==> src/rtl/cdtmr_pkg.sv <==
package cdtmr_pkg;
  typedef enum logic [1:0] {
    RATE_DIV64  = 2'b00,
    RATE_DIV4K  = 2'b01,
    RATE_MINUTE = 2'b10,
    RATE_BASE   = 2'b11
  } rate_e;
endpackage

==> src/rtl/cdtmr_prescale.sv <==
module cdtmr_prescale
  import cdtmr_pkg::*;
#(
  parameter int DIV_FAST = 64,
  parameter int DIV_SLOW = 4096
) (
  input  logic       clk,
  input  logic       rst_n,
  input  logic       base_stb_i,
  input  logic       min_stb_i,
  input  logic [1:0] rate_sel_i,
  input  logic       start_i,
  output logic       tick_o
);
  localparam int PRE_W = $clog2(DIV_SLOW);
  localparam logic [PRE_W-1:0] LIM_FAST = PRE_W'(DIV_FAST - 1);
  localparam logic [PRE_W-1:0] LIM_SLOW = PRE_W'(DIV_SLOW - 1);

  rate_e            sel_q, sel_d;
  logic [PRE_W-1:0] pre_q, pre_d;
  logic             clr;
  logic [PRE_W-1:0] lim;
  logic             tick_raw;

  always_comb begin
    sel_d = rate_e'(rate_sel_i);
    clr   = start_i | (sel_d != sel_q);
    lim   = (sel_d == RATE_DIV64) ? LIM_FAST : LIM_SLOW;
    pre_d = pre_q;
    if (clr) begin
      pre_d = '0;
    end else if (base_stb_i) begin
      pre_d = (pre_q == lim) ? '0 : pre_q + PRE_W'(1);
    end
    unique case (sel_d)
      RATE_BASE:   tick_raw = base_stb_i;
      RATE_DIV64:  tick_raw = base_stb_i & (pre_q == LIM_FAST);
      RATE_DIV4K:  tick_raw = base_stb_i & (pre_q == LIM_SLOW);
      RATE_MINUTE: tick_raw = min_stb_i;
      default:     tick_raw = 1'b0;
    endcase
    tick_o = tick_raw & ~clr;
  end

  always_ff @(posedge clk or negedge rst_n) begin
    if (!rst_n) begin
      sel_q <= RATE_MINUTE;
      pre_q <= '0;
    end else begin
      sel_q <= sel_d;
      pre_q <= pre_d;
    end
  end

  // any select change or start leaves the prescaler at zero
  p_pre_clear_r9: assert property (@(posedge clk) disable iff (!rst_n)
    (start_i || (rate_sel_i != sel_q)) |=> (pre_q == '0));

  // in 64 Hz mode a tick only on the strobe that closes a division
  p_fast_tick_r3: assert property (@(posedge clk) disable iff (!rst_n)
    (tick_o && rate_sel_i == 2'b00) |=> (pre_q == '0));
endmodule

==> src/rtl/cdtmr_count.sv <==
module cdtmr_count #(
  parameter int CNT_W  = 12,
  parameter int BYTE_W = 8
) (
  input  logic              clk,
  input  logic              rst_n,
  input  logic              run_en_i,
  input  logic              tick_i,
  input  logic              lo_we_i,
  input  logic              hi_we_i,
  input  logic [BYTE_W-1:0] wdata_i,
  output logic [CNT_W-1:0]  cnt_o,
  output logic              start_o,
  output logic              expire_o
);
  localparam int HI_W = CNT_W - BYTE_W;

  logic [CNT_W-1:0] cnt_q, cnt_d;
  logic             run_q, run_d;
  logic             en_q;
  logic             wr;
  logic             step;
  logic             unused_hi_bits;

  assign unused_hi_bits = ^wdata_i[BYTE_W-1:HI_W];

  always_comb begin
    wr       = lo_we_i | hi_we_i;
    start_o  = run_en_i & ~en_q;
    step     = run_q & tick_i & ~wr;
    expire_o = step & (cnt_q == CNT_W'(1));
    cnt_d    = cnt_q;
    if (wr) begin
      if (lo_we_i) cnt_d[BYTE_W-1:0]     = wdata_i;
      if (hi_we_i) cnt_d[CNT_W-1:BYTE_W] = wdata_i[HI_W-1:0];
    end else if (step) begin
      cnt_d = cnt_q - CNT_W'(1);
    end
    run_d = run_q;
    if (!run_en_i)    run_d = 1'b0;
    else if (start_o) run_d = 1'b1;
    else if (expire_o) run_d = 1'b0;
  end

  always_ff @(posedge clk or negedge rst_n) begin
    if (!rst_n) begin
      cnt_q <= '0;
      run_q <= 1'b0;
      en_q  <= 1'b0;
    end else begin
      cnt_q <= cnt_d;
      run_q <= run_d;
      en_q  <= run_en_i;
    end
  end

  assign cnt_o = cnt_q;

  // a low-byte write lands even when a tick coincides
  p_write_wins_r2: assert property (@(posedge clk) disable iff (!rst_n)
    lo_we_i |=> (cnt_q[BYTE_W-1:0] == $past(wdata_i)));

  // a stopped timer holds its count
  p_hold_idle_r4: assert property (@(posedge clk) disable iff (!rst_n)
    (!run_q && !wr) |=> (cnt_q == $past(cnt_q)));

  // a rising run enable arms the timer
  p_start_r4: assert property (@(posedge clk) disable iff (!rst_n)
    (run_en_i && !en_q) |=> run_q);

  // reaching zero stops the timer
  p_stop_zero_r5: assert property (@(posedge clk) disable iff (!rst_n)
    expire_o |=> (cnt_q == '0 && !run_q));

  // running tick at zero wraps to all ones
  p_wrap_r6: assert property (@(posedge clk) disable iff (!rst_n)
    (step && cnt_q == '0) |=> (cnt_q == '1));
endmodule

==> src/rtl/cdtmr_flag_irq.sv <==
module cdtmr_flag_irq (
  input  logic clk,
  input  logic rst_n,
  input  logic expire_i,
  input  logic irq_en_i,
  input  logic flag_clr_i,
  output logic flag_o,
  output logic irq_o
);
  logic flag_q, flag_d;
  logic irq_q, irq_d;

  always_comb begin
    flag_d = flag_q;
    if (expire_i)        flag_d = 1'b1;
    else if (flag_clr_i) flag_d = 1'b0;
    irq_d = expire_i & irq_en_i;
  end

  always_ff @(posedge clk or negedge rst_n) begin
    if (!rst_n) begin
      flag_q <= 1'b0;
      irq_q  <= 1'b0;
    end else begin
      flag_q <= flag_d;
      irq_q  <= irq_d;
    end
  end

  assign flag_o = flag_q;
  assign irq_o  = irq_q;

  // the flag holds without a clear request
  p_flag_sticky_r7: assert property (@(posedge clk) disable iff (!rst_n)
    (flag_q && !flag_clr_i) |=> flag_q);

  // interrupt lasts one cycle
  p_irq_pulse_r8: assert property (@(posedge clk) disable iff (!rst_n)
    irq_q |=> !irq_q);

  // interrupt only alongside the flag, and only when enabled
  p_irq_gated_r8: assert property (@(posedge clk) disable iff (!rst_n)
    irq_q |-> (flag_q && $past(irq_en_i)));
endmodule

==> src/rtl/cdtmr_top.sv <==
module cdtmr_top #(
  parameter int CNT_W    = 12,
  parameter int BYTE_W   = 8,
  parameter int DIV_FAST = 64,
  parameter int DIV_SLOW = 4096
) (
  input  logic              clk,
  input  logic              rst_n,
  input  logic              base_stb_i,
  input  logic              min_stb_i,
  input  logic [1:0]        rate_sel_i,
  input  logic              run_en_i,
  input  logic              irq_en_i,
  input  logic              cnt_lo_we_i,
  input  logic              cnt_hi_we_i,
  input  logic [BYTE_W-1:0] cnt_wdata_i,
  input  logic              flag_clr_i,
  output logic [BYTE_W-1:0] cnt_lo_o,
  output logic [BYTE_W-1:0] cnt_hi_o,
  output logic              flag_o,
  output logic              irq_o
);
  localparam int HI_W = CNT_W - BYTE_W;

  logic [1:0]       rst_sync_q;
  logic             rst_s_n;
  logic             tick;
  logic             start;
  logic             expire;
  logic [CNT_W-1:0] cnt;

  always_ff @(posedge clk or negedge rst_n) begin
    if (!rst_n) rst_sync_q <= 2'b00;
    else        rst_sync_q <= {rst_sync_q[0], 1'b1};
  end
  assign rst_s_n = rst_sync_q[1];

  cdtmr_prescale #(
    .DIV_FAST (DIV_FAST),
    .DIV_SLOW (DIV_SLOW)
  ) u_pre (
    .clk        (clk),
    .rst_n      (rst_s_n),
    .base_stb_i (base_stb_i),
    .min_stb_i  (min_stb_i),
    .rate_sel_i (rate_sel_i),
    .start_i    (start),
    .tick_o     (tick)
  );

  cdtmr_count #(
    .CNT_W  (CNT_W),
    .BYTE_W (BYTE_W)
  ) u_cnt (
    .clk      (clk),
    .rst_n    (rst_s_n),
    .run_en_i (run_en_i),
    .tick_i   (tick),
    .lo_we_i  (cnt_lo_we_i),
    .hi_we_i  (cnt_hi_we_i),
    .wdata_i  (cnt_wdata_i),
    .cnt_o    (cnt),
    .start_o  (start),
    .expire_o (expire)
  );

  cdtmr_flag_irq u_flag (
    .clk        (clk),
    .rst_n      (rst_s_n),
    .expire_i   (expire),
    .irq_en_i   (irq_en_i),
    .flag_clr_i (flag_clr_i),
    .flag_o     (flag_o),
    .irq_o      (irq_o)
  );

  assign cnt_lo_o = cnt[BYTE_W-1:0];
  assign cnt_hi_o = {{(2*BYTE_W-CNT_W){1'b0}}, cnt[CNT_W-1:BYTE_W]};

  // nothing is flagged while reset is held
  always_comb begin
    if (!rst_s_n) begin
      a_reset_quiet_r1: assert (!flag_o && !irq_o && cnt == '0);
    end
  end

  // the high readback byte carries only the upper count bits
  p_hi_readback_r2: assert property (@(posedge clk) disable iff (!rst_s_n)
    cnt_hi_we_i |=> (cnt_hi_o[HI_W-1:0] == $past(cnt_wdata_i[HI_W-1:0])));
endmodule

==> config.mk <==
export PLATFORM = sky130hd
export DESIGN_NAME = cdtmr_top
export DESIGN_NICKNAME = d
export VERILOG_FILES = /design/src/rtl/cdtmr_pkg.sv /design/src/rtl/cdtmr_prescale.sv /design/src/rtl/cdtmr_count.sv /design/src/rtl/cdtmr_flag_irq.sv /design/src/rtl/cdtmr_top.sv
export SDC_FILE = /design/constraint.sdc
export NUM_CORES = 1
export LEC_CHECK = 0
export BUFFER_PORTS_ARGS = -buffer_cell sky130_fd_sc_hd__buf_4
export CORE_MARGIN = 2
export CORE_UTILIZATION = 55
export CTS_CLUSTER_DIAMETER = 50
export CTS_CLUSTER_SIZE = 14
export DETAILED_ROUTE_END_ITERATION = 8
export PLACE_DENSITY = 0.86
export SYNTH_ARGS = -nofsm -noshare
export SYNTH_HDL_FRONTEND = slang
export SYNTH_SLANG_ARGS = --single-unit
==> constraint.sdc <==
create_clock -name clk -period 1.2 [get_ports clk]
set_input_delay 0.24 -clock clk [delete_from_list [all_inputs] [get_ports clk]]
set_output_delay 0.24 -clock clk [all_outputs]
set_load 0.005 [all_outputs]
==> impl_metrics.py, run 1 <==
metrics = {
    "clocking": {
        "htreeDepth": 2,
        "cts_root_buffer": "clkbuf_4",
        "clock-sinks": 32,
        "cts_made_buffers": 5,
        "clock_path_buffers": 2,
    },
    "outcome": {
        "status": "aborted with a tool error",
        "first-error": "[ERROR DPL-0038] Utilization greater than 100%, impossible to legalize",
        "failed_stage": "5_1_grt",
    },
    "die": {
        "die_h_microns": 62.7,
        "row_count": 21,
        "io_pins": 37,
        "die_w_microns": 62.7,
        "start_util_pct": 56.8,
    },
    "logic_synthesis": {
        "netlist-cell-type-count": 48,
        "synth_fa_ha_area_share_pct": 1.98,
        "syn_area_sq_mm": 0.00190,
        "synth_warnings": 0,
        "synthFlopType": "dfrtp_1",
        "yosys.area_share.xor_xnor_pct": 2.31,
        "yosysSeqAreaShare_pct": 42.3,
        "synth_compound_area_share_pct": 19.5,
        "synth-edff-count": 0,
        "synth-simple-area-share_pct": 25.8,
        "synth_top_family_by_area": "simple AND/OR/NAND/NOR gates",
        "avgSynthCellArea_sq_um": 8.74,
        "synthMuxAreaShare_pct": 2.11,
        "syn_inst": 217,
        "ys_seq_elements": 32,
        "synthArstFlopShare_pct": 100,
    },
    "global_routing": {
        "grt_max_degree": 31,
    },
    "timing": {
        "worst-ep-kind": "register data pin",
        "crit_endpoint": "u_cnt.cnt_o[10]$_DFFE_PN0P_/D",
    },
    "placement": {
        "gp_congestion": 0.893,
        "port_buffers": 32,
        "dp_slack_ps": -564,
        "dpl.hpwl_mm": 4.07,
    },
}
## cell usage after synthesis (all sizes together) (2+ instances only)
master | n | share of area, %
mux2 | 2 | 1.6
or3 | 3 | 0.99
o21ai | 14 | 3.7
nor2 | 17 | 3.4
a31oi | 6 | 2.0
nor3 | 9 | 2.4
a22oi | 2 | 0.79
buf | 7 | 2.7
a21boi | 4 | 1.6
nand4 | 4 | 1.3
nor4 | 5 | 2.3
inv | 9 | 1.8
dfrtp | 31 | 41
nand3b | 2 | 0.79
xnor2 | 3 | 1.4
nand2b | 2 | 0.66
conb | 2 | 0.40
nor3b | 3 | 1.2
nand2 | 22 | 4.4
and2 | 3 | 1.1
a211o | 2 | 0.92
nor2b | 2 | 0.66
nand3 | 10 | 2.6
xor2 | 2 | 0.92
o211ai | 6 | 2.4
and3 | 7 | 2.3
a21oi | 10 | 2.6
o22ai | 3 | 0.99
o31ai | 2 | 0.79
a21o | 2 | 0.79
clkbuf | 6 | 1.2
ha | 3 | 2.0
## cells by family after synthesis
kind of cell | Yosys count
mux | 3
xor+xnor | 5
compound gates | 57
buf+inv | 22
other cells | 2
flops | 32
simple gates | 93
fa+ha+maj | 3
## stage by stage
step / cells / area, sq um
detailed placement: 355 / 2740
CTS: 374 / 3120
floorplan: 220 / 2010
global placement: 355 / 2740
## what timing repair did
action	in CTS
buffers inserted	9
gates resized for setup	60
gates cloned	0
hold endpoints to repair	3
endpoints found under the setup margin	38
hold buffers	2
pin swaps	18
==> run 2: changes to the inputs <==
--- a/config.mk
+++ b/config.mk
@@ -7,11 +7,9 @@
 export LEC_CHECK = 0
 export BUFFER_PORTS_ARGS = -buffer_cell sky130_fd_sc_hd__buf_4
 export CORE_MARGIN = 2
-export CORE_UTILIZATION = 55
-export CTS_CLUSTER_DIAMETER = 50
-export CTS_CLUSTER_SIZE = 14
+export CORE_UTILIZATION = 40
 export DETAILED_ROUTE_END_ITERATION = 8
-export PLACE_DENSITY = 0.86
+export PLACE_DENSITY_LB_ADDON = 0.15
 export SYNTH_ARGS = -nofsm -noshare
 export SYNTH_HDL_FRONTEND = slang
 export SYNTH_SLANG_ARGS = --single-unit
==> run 2 against run 1 <==
Compared with the run above: the flow now finishes, with violations (negative setup slack); area after synthesis is the same; synthesized cell count is the same.
==> impl_metrics.py, run 2 <==
metrics = {
    "outcome": {
        "status": "finished, violations left",
        "violations": "negative setup slack",
    },
    "worst_setup_path": {
        "arrival_ps": 1960,
        "required_ps": 1380,
        "r2r_setup_slack_ps": -580,
        "cp-end-kind": "register",
        "worstPathMaxFanout": 8,
        "reg2reg_depth": 5,
        "start_kind": "register",
        "regToRegStartpoint": "u_pre.pre_q[8]",
        "crit_type": "reg -> reg",
        "reg2reg_to": "u_cnt.cnt_o[7]",
    },
    "timing": {
        "whs_ps": 76.3,
        "finalClockSkew_ps": 8.25,
        "min_period_ps": 1780,
        "finalHoldViolations": 0,
        "setup_violations": 25,
        "fin_ws_ps": -582,
        "fin_crit_sh_pct": 148,
        "fmax_mhz": 561,
        "slew_viol_final": 0,
        "grt_setup_unrepaired": "true",
    },
    "global_routing": {
        "grt_max_degree": 23,
        "antenna_found_initial": 0,
        "grt-ovfl-total": 0,
        "grt_usage_pct": 23.0,
        "grt_pass1_wl_mm": 9.25,
        "grt_pass1_vias": 2017,
    },
    "clocking": {
        "cts_root_buffer": "clkbuf_8",
        "clock-sinks": 32,
        "clock_latency_ps": 290,
        "htreeDepth": 2,
        "clkTransAtPathRegs_ps": 70,
        "cts_tree": "yes",
        "clock_path_buffers": 2,
        "cts_made_buffers": 5,
    },
    "logic_synthesis": {
        "synth_fa_ha_area_share_pct": 1.98,
        "synthArstFlopShare_pct": 100,
        "synthFlopType": "dfrtp_1",
        "synth.most_common_cell": "dfrtp_1",
        "synth-simple-area-share_pct": 25.8,
        "avgSynthCellArea_sq_um": 8.74,
        "synth_top_area_cell": "dfrtp_1",
        "ys_seq_elements": 32,
        "yosysSeqAreaShare_pct": 42.3,
        "syn_inst": 217,
        "synth_warnings": 0,
        "synthMuxAreaShare_pct": 2.11,
        "yosys.area_share.xor_xnor_pct": 2.31,
        "syn_area_sq_mm": 0.00190,
        "synth_common_cells": "dfrtp_1, nand2_1, nor2_1, o21ai_0",
        "synth_top_family_by_area": "simple AND/OR/NAND/NOR gates",
        "synth-edff-count": 0,
        "synth_compound_area_share_pct": 19.5,
        "synth_top_area_share_pct": 40.9,
        "netlist-cell-type-count": 48,
        "synth.area.top_cells": "dfrtp_1, nand2_1, o21ai_0",
    },
    "placement": {
        "dp_cells": 361,
        "gp_congestion": 0.835,
        "dpl.hpwl_mm": 4.12,
        "dp_slack_ps": -601,
        "port_buffers": 32,
    },
    "power_and_ir_drop": {
        "peakVddDrop_v": 0.000739,
        "pwr_density_cell_mw_per_mm2": 944,
        "power_leakage_uw": 0.00143,
        "power_uw": 3000,
    },
    "routing": {
        "drc": 0,
        "post_drt_wl_per_cell_microns": 14.7,
        "drt_pass1_iterations": 4,
        "wl_mm": 5.62,
        "drtIter0Drc": 161,
        "via_per_inst": 5.37,
        "via_count": 2046,
        "ant_nets": 0,
    },
    "min_path": {
        "worst_hold_path_type": "in -> reg",
        "hold_start": "run_en_i",
        "whs_path_depth": 1,
        "hold_path_end": "u_cnt.en_q",
    },
    "die": {
        "dieArea_sq_mm": 0.00531,
        "die_h_microns": 72.9,
        "core-area_sq_mm": 0.00466,
        "io_pins": 37,
        "row_count": 25,
        "die_w_microns": 72.9,
        "start_util_pct": 40.7,
    },
    "final_layout": {
        "layout_commonest_cell": "buf_4",
        "syn_to_final_growth_pct": 67.7,
        "diodes": 0,
        "nFillCells": 389,
        "final_nets": 348,
        "layout_common_cells": "buf_4, dfrtp_1, buf_6, nand2_1, nor2_1",
        "drive_gt1_share_pct": 48.9,
        "fin_cells": 381,
    },
    "flow_run": {
        "drv_cap": 0,
    },
}
==> run 2: cell counts after synthesis <==
Identical to the previous run, type by type.
==> run 2: final cells by class <==
class	instances	area [sq um]	share of cell area [%]
sequential	32	802	25.2
timing repair buffer	112	968	30.4
multi-input combinational	166	1230	38.6
tap	54	67.6	2.12
clock inverter	1	5.00	0.157
clock buffer	7	76.3	2.40
inverter	9	33.8	1.06
==> run 2: cell families (layout without fill, tap and decap cells) <==
| logic type | Yosys count | after routing |
|---|---|---|
| flops | 32 | 32 |
| fa+ha+maj | 3 | 3 |
| xor+xnor | 5 | 5 |
| compound gates | 57 | 57 |
| mux | 3 | 3 |
| other cells | 2 | 5 |
| simple gates | 93 | 93 |
| buf+inv | 22 | 129 |
==> run 2: how the worst max path moves through the flow <==
stage | depth (start not counted) | slack (ps) | end | start
after floorplan | 7 | -620 | u_cnt.cnt_o[7] | u_pre.pre_q[0]
after global placement | 6 | -570 | u_cnt.cnt_o[11] | u_pre.pre_q[11]
after detailed placement | 7 | -600 | u_cnt.cnt_o[11] | u_pre.pre_q[0]
after CTS | 6 | -550 | u_cnt.cnt_o[11] | u_pre.pre_q[11]
after global routing | 5 | -630 | u_cnt.cnt_o[7] | u_pre.pre_q[8]
final | 5 | -580 | u_cnt.cnt_o[7] | u_pre.pre_q[8]
==> run 2: report_power, final <==
group / switching, uW / internal [uW]
combinational: 399 / 568
sequential: 66.5 / 1150
clock: 412 / 407
==> run 2: per-layer routing <==
layer | up-vias | track usage [%] | wire length [microns]
li1 | 1002 | - | -
met1 | 979 | 27.7 | 2300
met2 | 55 | 39.1 | 2940
met3 | 10 | 4.70 | 262
met4 | 0 | 11.1 | 117
met5 | - | 0 | 0
==> run 2: worst max-delay path, cell delays in order, from the launching register on <==
cell and delay [ps]:
dfrtp_1 430, nor4_4 330, a22oi_2 80, a221o_1 350
and2_4 190, mux2_4 290
==> run 2: metrics by stage <==
step	util (%)	setup TNS, ps	area, sq um
after global routing	68.2	-12610	3180
final	68.2	-10570	3180
after CTS	64.3	-10430	3000
after detailed placement	59.0	-10560	2750
after global placement	59.0	-9920	2750
after floorplan	-	-8470	2010
==> run 2: repair_timing <==
action / 4_1_cts / 5_1_grt
pin swaps: 10 / 17
hold buffers: 1 / 0
setup endpoints to repair: 34 / 38
endpoints found under the hold margin: 2 / 0
gates resized for setup: 38 / 36
buffers inserted: 5 / 10
(Power assumes the default switching activity.)
==> run 3: changes to the inputs <==
--- a/config.mk
+++ b/config.mk
@@ -10,6 +10,7 @@
 export CORE_UTILIZATION = 40
 export DETAILED_ROUTE_END_ITERATION = 8
 export PLACE_DENSITY_LB_ADDON = 0.15
+export RECOVER_POWER = 50
 export SYNTH_ARGS = -nofsm -noshare
 export SYNTH_HDL_FRONTEND = slang
 export SYNTH_SLANG_ARGS = --single-unit
==> run 3 against run 2 <==
Compared with the run above: the run still ends with negative setup slack left; fmax up 0.24%; design area down 0.83%; via count up 1.1%; worst hold slack better by 24 ps; die area unchanged; critical endpoint unchanged; sequential share of layout area up 0.21 points; core utilization down 0.56 points; highest routed layer unchanged; wire length down 0.23%; non-clock buffer count unchanged; first-iteration DRC count up 6.2%.
==> impl_metrics.py, run 3 (same netlist as run 2, synthesis figures left out) <==
metrics = {
    "worst_setup_path": {
        "crit_slowest_cell": "dfrtp_1",
        "cp-end-kind": "register",
        "worstPathMaxFanout": 8,
        "cp.depth": 5,
        "crit_family": "simple AND/OR/NAND/NOR gates",
        "regToRegStartpoint": "u_pre.pre_q[8]",
        "reg2reg_depth": 5,
        "crit_type": "reg -> reg",
        "r2r_setup_slack_ps": -580,
        "arrival_ps": 1960,
        "start_kind": "register",
        "cp_num_buf_inv": 0,
        "reg2reg_to": "u_cnt.cnt_o[7]",
        "required_ps": 1380,
        "slowest_delay_ps": 430,
        "cp_cell_sequence": "nor4_4 > a22oi_2 > a221o_1 > and2_4 > mux2_4",
    },
    "timing": {
        "slew_headroom_pct": 63.0,
        "fmax_mhz": 563,
        "grt_setup_unrepaired": "true",
        "finalClockSkew_ps": 7.97,
        "fin_ws_ps": -577,
        "finalHoldViolations": 0,
        "min_period_ps": 1780,
        "slew_viol_final": 0,
        "fin_crit_sh_pct": 148,
        "worst_pin_slew_ps": 555,
        "setup_violations": 25,
    },
    "clocking": {
        "clock-sinks": 32,
        "htreeDepth": 2,
        "clock_path_buffers": 2,
        "cts_tree": "yes",
        "clkTransAtPathRegs_ps": 70,
        "cts_made_buffers": 5,
        "clock_latency_ps": 290,
        "cts_root_buffer": "clkbuf_8",
    },
    "placement": {
        "dp_cells": 361,
        "dp_slack_ps": -601,
        "port_buffers": 32,
        "dpl.hpwl_mm": 4.12,
        "placed_area_sq_mm": 0.00275,
        "gp_congestion": 0.835,
    },
    "routing": {
        "ant_nets": 0,
        "m1WireLength_mm": 2.30,
        "drtIter0Drc": 171,
        "drc": 0,
        "highest_layer": "met4",
        "via_per_inst": 5.43,
        "via_count": 2068,
        "met2_length_mm": 2.93,
        "post_drt_wl_per_cell_microns": 14.7,
        "wl_met3_microns": 262,
        "wl_mm": 5.61,
        "drt_pass1_iterations": 4,
    },
    "die": {
        "row_count": 25,
        "dieArea_sq_mm": 0.00531,
        "die_w_microns": 72.9,
        "io_pins": 37,
        "core-area_sq_mm": 0.00466,
        "start_util_pct": 40.7,
        "die_h_microns": 72.9,
    },
    "flow_run": {
        "drv_cap": 0,
    },
    "power_and_ir_drop": {
        "pwr_density_cell_mw_per_mm2": 947,
        "peakVddDrop_v": 0.000737,
        "power_leakage_uw": 0.00141,
    },
    "global_routing": {
        "grt_pass1_vias": 2017,
        "grt_max_degree": 23,
        "antenna_found_initial": 0,
        "grt_usage_pct": 23.0,
        "grt_pass1_wl_mm": 9.25,
        "grt-ovfl-total": 0,
    },
    "final_layout": {
        "layout_commonest_cell": "buf_4",
        "drive_gt1_share_pct": 48.0,
        "multi_input_area_sq_mm": 0.00123,
        "fin_cells": 381,
        "final_nets": 348,
        "fin_area_sq_mm": 0.00315,
        "syn_to_final_growth_pct": 66.3,
        "diodes": 0,
        "post-route-util_pct": 67.7,
        "seq_area_sq_um": 802,
        "layout_common_cells": "buf_4, dfrtp_1, buf_6, nand2_1, nor2_1",
        "nFillCells": 396,
    },
    "min_path": {
        "hold_start": "run_en_i",
        "whs_path_depth": 1,
        "hold_path_end": "u_cnt.en_q",
        "worst_hold_path_type": "in -> reg",
    },
    "outcome": {
        "status": "finished, violations left",
        "violations": "negative setup slack",
    },
}
## run 3: stage by stage
step	hold WS [ps]	power, uW	TNS [ps]
6_report	101	2990	-10500
3_3_place_gp	22.6	2000	-9920
2_1_floorplan	-55.6	1560	-8470
3_5_place_dp	23.2	2000	-10560
4_1_cts	64.4	2950	-10430
5_1_grt	86.6	3160	-12770
## run 3: worst max path at each step
| stage | start | endpoint |
|---|---|---|
| CTS | u_pre.pre_q[11] | u_cnt.cnt_o[11] |
| finish | u_pre.pre_q[8] | u_cnt.cnt_o[7] |
| global route | u_pre.pre_q[8] | u_cnt.cnt_o[7] |
| floorplan | u_pre.pre_q[0] | u_cnt.cnt_o[7] |
| detailed placement | u_pre.pre_q[0] | u_cnt.cnt_o[11] |
| global placement | u_pre.pre_q[11] | u_cnt.cnt_o[11] |
## run 3: what timing repair did
action / 4_1_cts / 5_1_grt
setup buffers: 5 / 10
resized for setup: 38 / 36
pin swaps: 10 / 17
hold buffers: 1 / 0
setup endpoints to repair: 34 / 38
hold endpoints to repair: 2 / 0
## run 3: report_power, final
part | switching (uW) | total, uW | internal, uW
clock | 407 | 814 | 407
sequential | 65.2 | 1220 | 1150
combinational | 399 | 957 | 558
total | 871 | 2990 | 2120
## run 3: routing by layer
metal	vias to the layer above	track usage [%]
met5	-	0
met4	0	11.1
met3	10	4.70
met2	55	39.1
met1	998	27.7
li1	1005	-
## run 3: area by class of cell
cell class | instances | area share, %
clock buffer | 7 | 2.42
clock inverter | 1 | 0.159
inverter | 9 | 1.07
multi-input combinational | 166 | 38.9
sequential | 32 | 25.4
tap | 54 | 2.14
timing repair buffer | 112 | 29.9
